### config.mk
export PLATFORM = sky130hd
export DESIGN_NAME = de_rule_judge
export DESIGN_NICKNAME = d
export VERILOG_FILES = /design/src/rtl/de_timing_pkg.sv /design/src/rtl/de_rule_judge.sv
export SDC_FILE = /design/constraint.sdc
export NUM_CORES = 1
export LEC_CHECK = 0
export BUFFER_PORTS_ARGS = -buffer_cell sky130_fd_sc_hd__buf_4
export CORE_AREA = 2 2 39 41
export DETAILED_ROUTE_END_ITERATION = 6
export DIE_AREA = 0 0 41 43
export PLACE_DENSITY = 0.67
export RECOVER_POWER = 50
export SLEW_MARGIN = 10
export SYNTH_ARGS = -nofsm -noshare
export SYNTH_HDL_FRONTEND = slang
export SYNTH_SLANG_ARGS = --single-unit
### constraint.sdc
create_clock -name vclk -period 1
set_input_delay 0.2 -clock vclk [all_inputs]
set_output_delay 0.2 -clock vclk [all_outputs]
set_load 0.02 [all_outputs]
### src/rtl/de_timing_pkg.sv
`timescale 1ns/1ps
package de_timing_pkg;

    localparam int MIN_RUN_NORMAL = 2;
    localparam int MIN_RUN_HF     = 4;

    localparam int NUM_METERS   = 3;
    localparam int METER_HIGH   = 0;
    localparam int METER_LOW    = 1;
    localparam int METER_PERIOD = 2;

    typedef struct packed {
        logic short_high;
        logic short_low;
        logic odd_len;
    } de_viol_t;

    typedef struct packed {
        logic valid;
        logic de;
        logic sync_free;
        logic hf;
        logic seen_rise;
        logic seen_fall;
    } de_track_t;

endpackage

### src/rtl/de_rule_judge.sv
`timescale 1ns/1ps
module de_rule_judge
    import de_timing_pkg::*;
#(
    parameter int W = 16
) (
    input  logic         sync_free,
    input  logic         hf_mode,
    input  logic         mode_stable,
    input  logic         rise,
    input  logic         fall,
    input  logic         seen_rise,
    input  logic         seen_fall,
    input  logic [W-1:0] high_cnt,
    input  logic [W-1:0] low_cnt,
    input  logic [W-1:0] per_cnt,
    output de_viol_t     viol
);
    localparam logic [W-1:0] CAP     = '1;
    localparam logic [W-1:0] MIN_NRM = W'(MIN_RUN_NORMAL);
    localparam logic [W-1:0] MIN_HF  = W'(MIN_RUN_HF);

    logic [W-1:0] min_run;
    logic         armed;
    logic         high_done, low_done, per_done;

    always_comb begin
        min_run   = hf_mode ? MIN_HF : MIN_NRM;
        armed     = !sync_free && mode_stable;
        high_done = armed && fall && seen_rise;
        low_done  = armed && rise && seen_fall;
        per_done  = armed && rise && seen_rise;

        viol.short_high = high_done && (high_cnt < min_run);
        viol.short_low  = low_done  && (low_cnt  < min_run);
        viol.odd_len    = hf_mode && (
                              (high_done && high_cnt[0] && (high_cnt != CAP))
                           || (per_done  && per_cnt[0]  && (per_cnt  != CAP)));
    end

endmodule

# Yosys cells after proc, flatten, opt, wreduce, memory -nomap -nowiden
# Index checks and enable logic that the tools add are counted.
[classes]
eq_ne = 2
mux = 1
magnitude_cmp = 2
n_reduce_logical = 15
[op_table]
columns = ["cell", "n"]
rows = [
  ["$lt 16x3->1", 2],
  ["$ne 16x16->1 const B", 2],
  ["$logic_and 1x1->1", 13],
  ["$mux 3", 1],
  ["$logic_not 1->1", 1],
  ["$logic_or 1x1->1", 1],
]
[totals]
output_inout_bits = 3
register_bits = 0
word_cells = 20

# Longest topological paths before layout
# Gate-level depths: netlist (run 1).
[logic_depth]
word_depth = 8
ltp_mapped = 5
depth_no_buf = 5

# Worst setup path after synthesis (run 1)
# No wires, ideal clock.
[synth_timing]
path_kind = "input to output"
start = "in hf_mode"
end = "out viol[1] in the netlist's numbering"
slack_ns = -0.260
arrival_time_ns = 1.060
required_ns = 0.800
path_buffers = 0
path_stages = 5
cell_sequence = "inv_1 ha_1 nor4_1 nand4_1 nor3_2"
[synth_lines]
columns = ["element", "line", "source"]
rows = [
  ["start, declared", "de_rule_judge.sv:8", "input logic hf_mode,"],
  ["end, declared", "de_rule_judge.sv:17", "output de_viol_t viol"],
]

==> results.sh, run 1 <==
export IMPL_period_share=1.33
export IMPL_crit_path_start_kind="input pin"
export IMPL_maxSlewHeadroom=0.823
export IMPL_rows=14
export IMPL_layout_drive_gt1_share=0.827
export IMPL_path_max_fanout=1
export IMPL_clockBufferCount=0
export IMPL_total_leakage_power_nw=0.422
export IMPL_synth_area_um2=225
export IMPL_power_mw=0.299
export IMPL_place_area_um2=763
export IMPL_p_per_area_mw_per_mm2=318
export IMPL_drt_iter0_drc=4
export IMPL_crit_path_end_kind="primary output"
export IMPL_required_ns=0.80
export IMPL_overflow=0
export IMPL_syn_instance_count=34
export IMPL_peakVddDrop_v=0.000190
export IMPL_hpwl_mm=1.10
export IMPL_ys_warn_count=0
export IMPL_fin_cells=114
export IMPL_wire_per_inst_um=12.1
export IMPL_final_cell_area_um2=941
export IMPL_drc=0
export IMPL_viasPerCell=4.87
export IMPL_multi_input_area_um2=379
export IMPL_cap_violations=0
export IMPL_failed_checks="setup timing"
export IMPL_ys_types=15
export IMPL_core_mm2=0.00138
export IMPL_diodes=0
export IMPL_vias=555
export IMPL_ioPinCount=58
export IMPL_num_fill_cells=121
export IMPL_drt_first_pass_iters=4
export IMPL_hold_viol=0
export IMPL_io_buffers=57
export IMPL_gp_congestion=0.695
export IMPL_hold_path_class="in2out"
export IMPL_start_util=0.163
export IMPL_synth_nets=91
export IMPL_worstMarginPinSlew_ns=0.264
export IMPL_track_usage=0.133
export IMPL_critPathKind="in2out"
export IMPL_ys_seq_area_frac=0
export IMPL_clock_fmax_ghz=0.751
export IMPL_setup_violations=3
export IMPL_die_h_um=43
export IMPL_post_cts_hold_buffer_count=0
export IMPL_antenna_left=0
export IMPL_totalWireLength_mm=1.38
export IMPL_rsz0062_at_grt="yes"
export IMPL_crit_arrival_ns=1.13
export IMPL_die_w_um=41
export IMPL_grt_pass1_vias=495
export IMPL_grt_max_degree=5
export IMPL_slew_viol_final=0
export IMPL_design_seq_count=0
export IMPL_placed_cells=113
export IMPL_dieArea_mm2=0.00176
export IMPL_avgSynthCellArea_um2=6.62
export IMPL_area_growth_pct=318
export IMPL_grt_pass1_wl_mm=1.77
export IMPL_outcome="complete, but fails checks"
export IMPL_seqCellArea_um2=0
export IMPL_fin_ws_ns=-0.332
export IMPL_period_needed_ns=1.33
export IMPL_antenna_found_initial=0
export IMPL_fin_nets=157
## routing by layer
layer,track usage,share of wire
met5,0,0
met2,0.275,0.59
met3,0,0.099
met1,0.142,0.31
met4,0,0
## final cells by class
type | instances | share of cell area
tap | 16 | 0.0213
timing repair buffer | 64 | 0.566
inverter | 1 | 0.00931
multi-input combinational | 33 | 0.403
## path summary, 6_finish.rpt
path / startpoint / to / slack [ns] / cells after the start
setup / recovery: low_cnt[8] / viol[1] / -0.33 / 4
hold / removal: low_cnt[8] / viol[1] / 0.73 / 4
## cells in the final DEF, fill, tap and decap left out, drive strengths merged
cell,netlist,routed
nand2,1,1
nor2b,1,1
or4,1,1
inv,1,1
nor2,2,2
ha,2,2
nand3,1,1
nor4b,1,1
and2,1,1
buf,0,64
nor3,1,1
o21ai,2,2
nand4,12,12
nor4,7,7
o32ai,1,1
## worst max-delay path, cell delays in order
cell    delay, ns
buf_6        0.09
or4_4        0.53
nor3_4       0.18
buf_6        0.13
## metrics by stage
| stage | hold slack [ns] | utilization | setup WS, ns | TNS, ns |
|---|---|---|---|---|
| CTS | 0.737 | 0.629 | -0.335 | -0.856 |
| global route | 0.747 | 0.680 | -0.360 | -0.999 |
| detailed placement | 0.765 | 0.552 | -0.378 | -0.994 |
| global placement | 0.759 | 0.552 | -0.371 | -0.966 |
| finish | 0.733 | 0.680 | -0.332 | -0.888 |
| floorplan | 0.550 | - | -0.218 | -0.329 |
## cells in the mapped netlist
cell type | instances | area share
and2_1 | 1 | 0.028
ha_1 | 2 | 0.11
inv_1 | 1 | 0.017
nand2_1 | 1 | 0.017
nand3_1 | 1 | 0.022
nand4_1 | 12 | 0.33
nor2_1 | 2 | 0.033
nor2b_1 | 1 | 0.028
nor3_2 | 1 | 0.044
nor4_1 | 7 | 0.19
nor4b_1 | 1 | 0.039
o21ai_0 | 1 | 0.022
o21ai_1 | 1 | 0.022
o32ai_1 | 1 | 0.039
or4_4 | 1 | 0.050
## kinds of logic after synthesis
family | Yosys count | share of synthesized area
AND/OR/NAND/NOR | 28 | 0.789
AO/OA/AOI/OAI | 3 | 0.0833
adder cells (fa/ha/maj) | 2 | 0.111
buffers and inverters | 1 | 0.0167
## power breakdown
part           leakage [nW]  internal [mW]  switching (mW)
clock                     0              0               0
sequential                0              0               0
combinational         0.422          0.202          0.0973
## what timing repair did
| action | CTS | global route |
|---|---|---|
| pin swaps | 9 | 13 |
| setup endpoints to repair | 3 | 3 |
| gates cloned | 0 | 0 |
| resized for setup | 23 | 11 |
| setup buffers | 0 | 1 |
Note: power is estimated with default switching activity, not from simulation.
==> run 2: changes to the inputs <==
- ABC_AREA: unset -> 1
- PLACE_DENSITY: 0.67 -> 0.72
==> results.sh, run 2 <==
export IMPL_antenna_found_initial=0
export IMPL_critPathKind="in2out"
export IMPL_core_mm2=0.00138
export IMPL_seqCellArea_um2=0
export IMPL_clkPwrFrac=0
export IMPL_drc=0
export IMPL_total_leakage_power_nw=0.413
export IMPL_synth_top_area_cell="nand2_1"
export IMPL_period_share=1.32
export IMPL_grt_max_degree=4
export IMPL_rsz0062_at_grt="yes"
export IMPL_grt_pass1_vias=581
export IMPL_p_int_mw=0.189
export IMPL_mostFrequentLayoutCells="buf_4, nand2_1, nor2_1"
export IMPL_ioPinCount=58
export IMPL_p_switching_mw=0.0987
export IMPL_clock_fmax_ghz=0.759
export IMPL_totalWireLength_mm=1.32
export IMPL_grt_pass1_wl_mm=1.94
export IMPL_design_seq_count=0
export IMPL_final_util=0.658
export IMPL_layout_drive_gt1_share=0.655
export IMPL_viasPerCell=4.58
export IMPL_worstMarginPinSlew_ns=0.323
export IMPL_fin_cells=135
export IMPL_maxSlewHeadroom=0.783
export IMPL_switching_share=0.343
export IMPL_placed_cells=135
export IMPL_p_comb_frac=1.000
export IMPL_peakVddDrop_v=0.000151
export IMPL_overflow=0
export IMPL_yosys_top_cells_area="nand2_1, nor2_1, nor4_1, ha_1, nor2_2"
export IMPL_finalSetupTns_ns=-0.617
export IMPL_crit_path_start="hf_mode"
export IMPL_power_mw=0.288
export IMPL_crit_path_end_kind="primary output"
export IMPL_avgSynthCellArea_um2=4.73
export IMPL_crit_arrival_ns=1.12
export IMPL_vias=618
export IMPL_synth_area_um2=284
export IMPL_post_cts_hold_buffer_count=0
export IMPL_diodes=0
export IMPL_p_per_area_mw_per_mm2=316
export IMPL_post_synth_top_count_cell="nand2_1"
export IMPL_seqPwrFrac=0
export IMPL_drt_first_pass_iters=1
export IMPL_start_util=0.205
export IMPL_critPathCapture="viol[1]"
export IMPL_cts_setup_buffers=0
export IMPL_synth_nets=117
export IMPL_slew_viol_final=0
export IMPL_routed_wl_met3_um=149
export IMPL_failed_checks="setup timing"
export IMPL_required_ns=0.80
export IMPL_path_max_fanout=3
export IMPL_crit_path_start_kind="input pin"
export IMPL_drt_iter0_drc=0
export IMPL_track_usage=0.143
export IMPL_syn_instance_count=60
export IMPL_die_h_um=43
export IMPL_final_cell_area_um2=911
export IMPL_place_ws_ns=-0.368
export IMPL_io_buffers=57
export IMPL_met1_length_um=430
export IMPL_hold_path_class="in2out"
export IMPL_netlist_area_leader_share=0.291
export IMPL_ys_types=14
export IMPL_fin_ws_ns=-0.318
export IMPL_gp_congestion=0.631
export IMPL_hold_viol=0
export IMPL_whs_ns=0.733
export IMPL_layout_commonest_cell="buf_4"
export IMPL_fin_nets=178
export IMPL_dieArea_mm2=0.00176
export IMPL_place_area_um2=800
export IMPL_top_layer_used="met3"
export IMPL_clockBufferCount=0
export IMPL_period_needed_ns=1.32
export IMPL_setup_violations=3
export IMPL_area_growth_pct=221
export IMPL_rows=14
export IMPL_ys_seq_area_frac=0
export IMPL_ys_top_cells_by_count="nand2_1, nor2_1, nor4_1"
export IMPL_ys_warn_count=0
export IMPL_wl_met2_um=737
export IMPL_wire_per_inst_um=9.76
export IMPL_outcome="complete, but fails checks"
export IMPL_antenna_left=0
export IMPL_cap_violations=0
export IMPL_die_w_um=41
export IMPL_hpwl_mm=1.16
run 2: changes by cell type after synthesis, sizes merged, moves of 2 or more:
cell	before	now
nand2	1	22
nor2	2	17
nand4	12	1
inv	1	3
nand3	1	3
nor4	7	5
o21ai	2	4
run 2: area by class of cell:
cell class / count / area, um2
inverters: 3 / 30.0
multi-input cells: 57 / 387
fillers: 129 / 473
well taps: 16 / 20.0
repair buffers: 59 / 474
run 2: worst min-delay path by stage:
stage                    start      end  slack [ns]  cells past startpoint
floorplan              hf_mode  viol[0]        0.48                      2
global placement    low_cnt[7]  viol[1]        0.76                      5
detailed placement  low_cnt[7]  viol[1]        0.76                      5
CTS                 low_cnt[7]  viol[1]        0.73                      5
global route        low_cnt[7]  viol[1]        0.75                      5
finish              low_cnt[7]  viol[1]        0.73                      5
run 2: kinds of logic after synthesis:
kind of cell	after synthesis	share of synthesized area
and+or+nand+nor	50	0.784
AOI/OAI and AO/OA	5	0.0881
buffers and inverters	3	0.0396
adders and majority gates	2	0.0881
run 2: worst max-delay path: stages:
cell,delay (ns)
buf_12,0.11
inv_16,0.05
ha_4,0.18
o21ai_2,0.05
and3_4,0.20
nand3_4,0.08
nor2_4,0.12
buf_6,0.12
run 2: metal layers:
| layer | vias to the layer above | track usage |
|---|---|---|
| met4 | 0 | 0 |
| met2 | 36 | 0.278 |
| met1 | 262 | 0.168 |
| met5 | - | 0 |
| met3 | 0 | 0.00524 |
| li1 | 320 | - |
run 2: what timing repair did:
action	CTS	global route
setup endpoints to repair	3	3
gates resized for setup	10	14
pin swaps	6	10
run 2: power by group through the flow:
stage               combinational (mW)  sequential (mW)  clock [mW]
global placement                 0.239                0           0
detailed placement               0.245                0           0
floorplan                       0.0534                0           0
global route                     0.315                0           0
CTS                              0.260                0           0
finish                           0.288                0           0
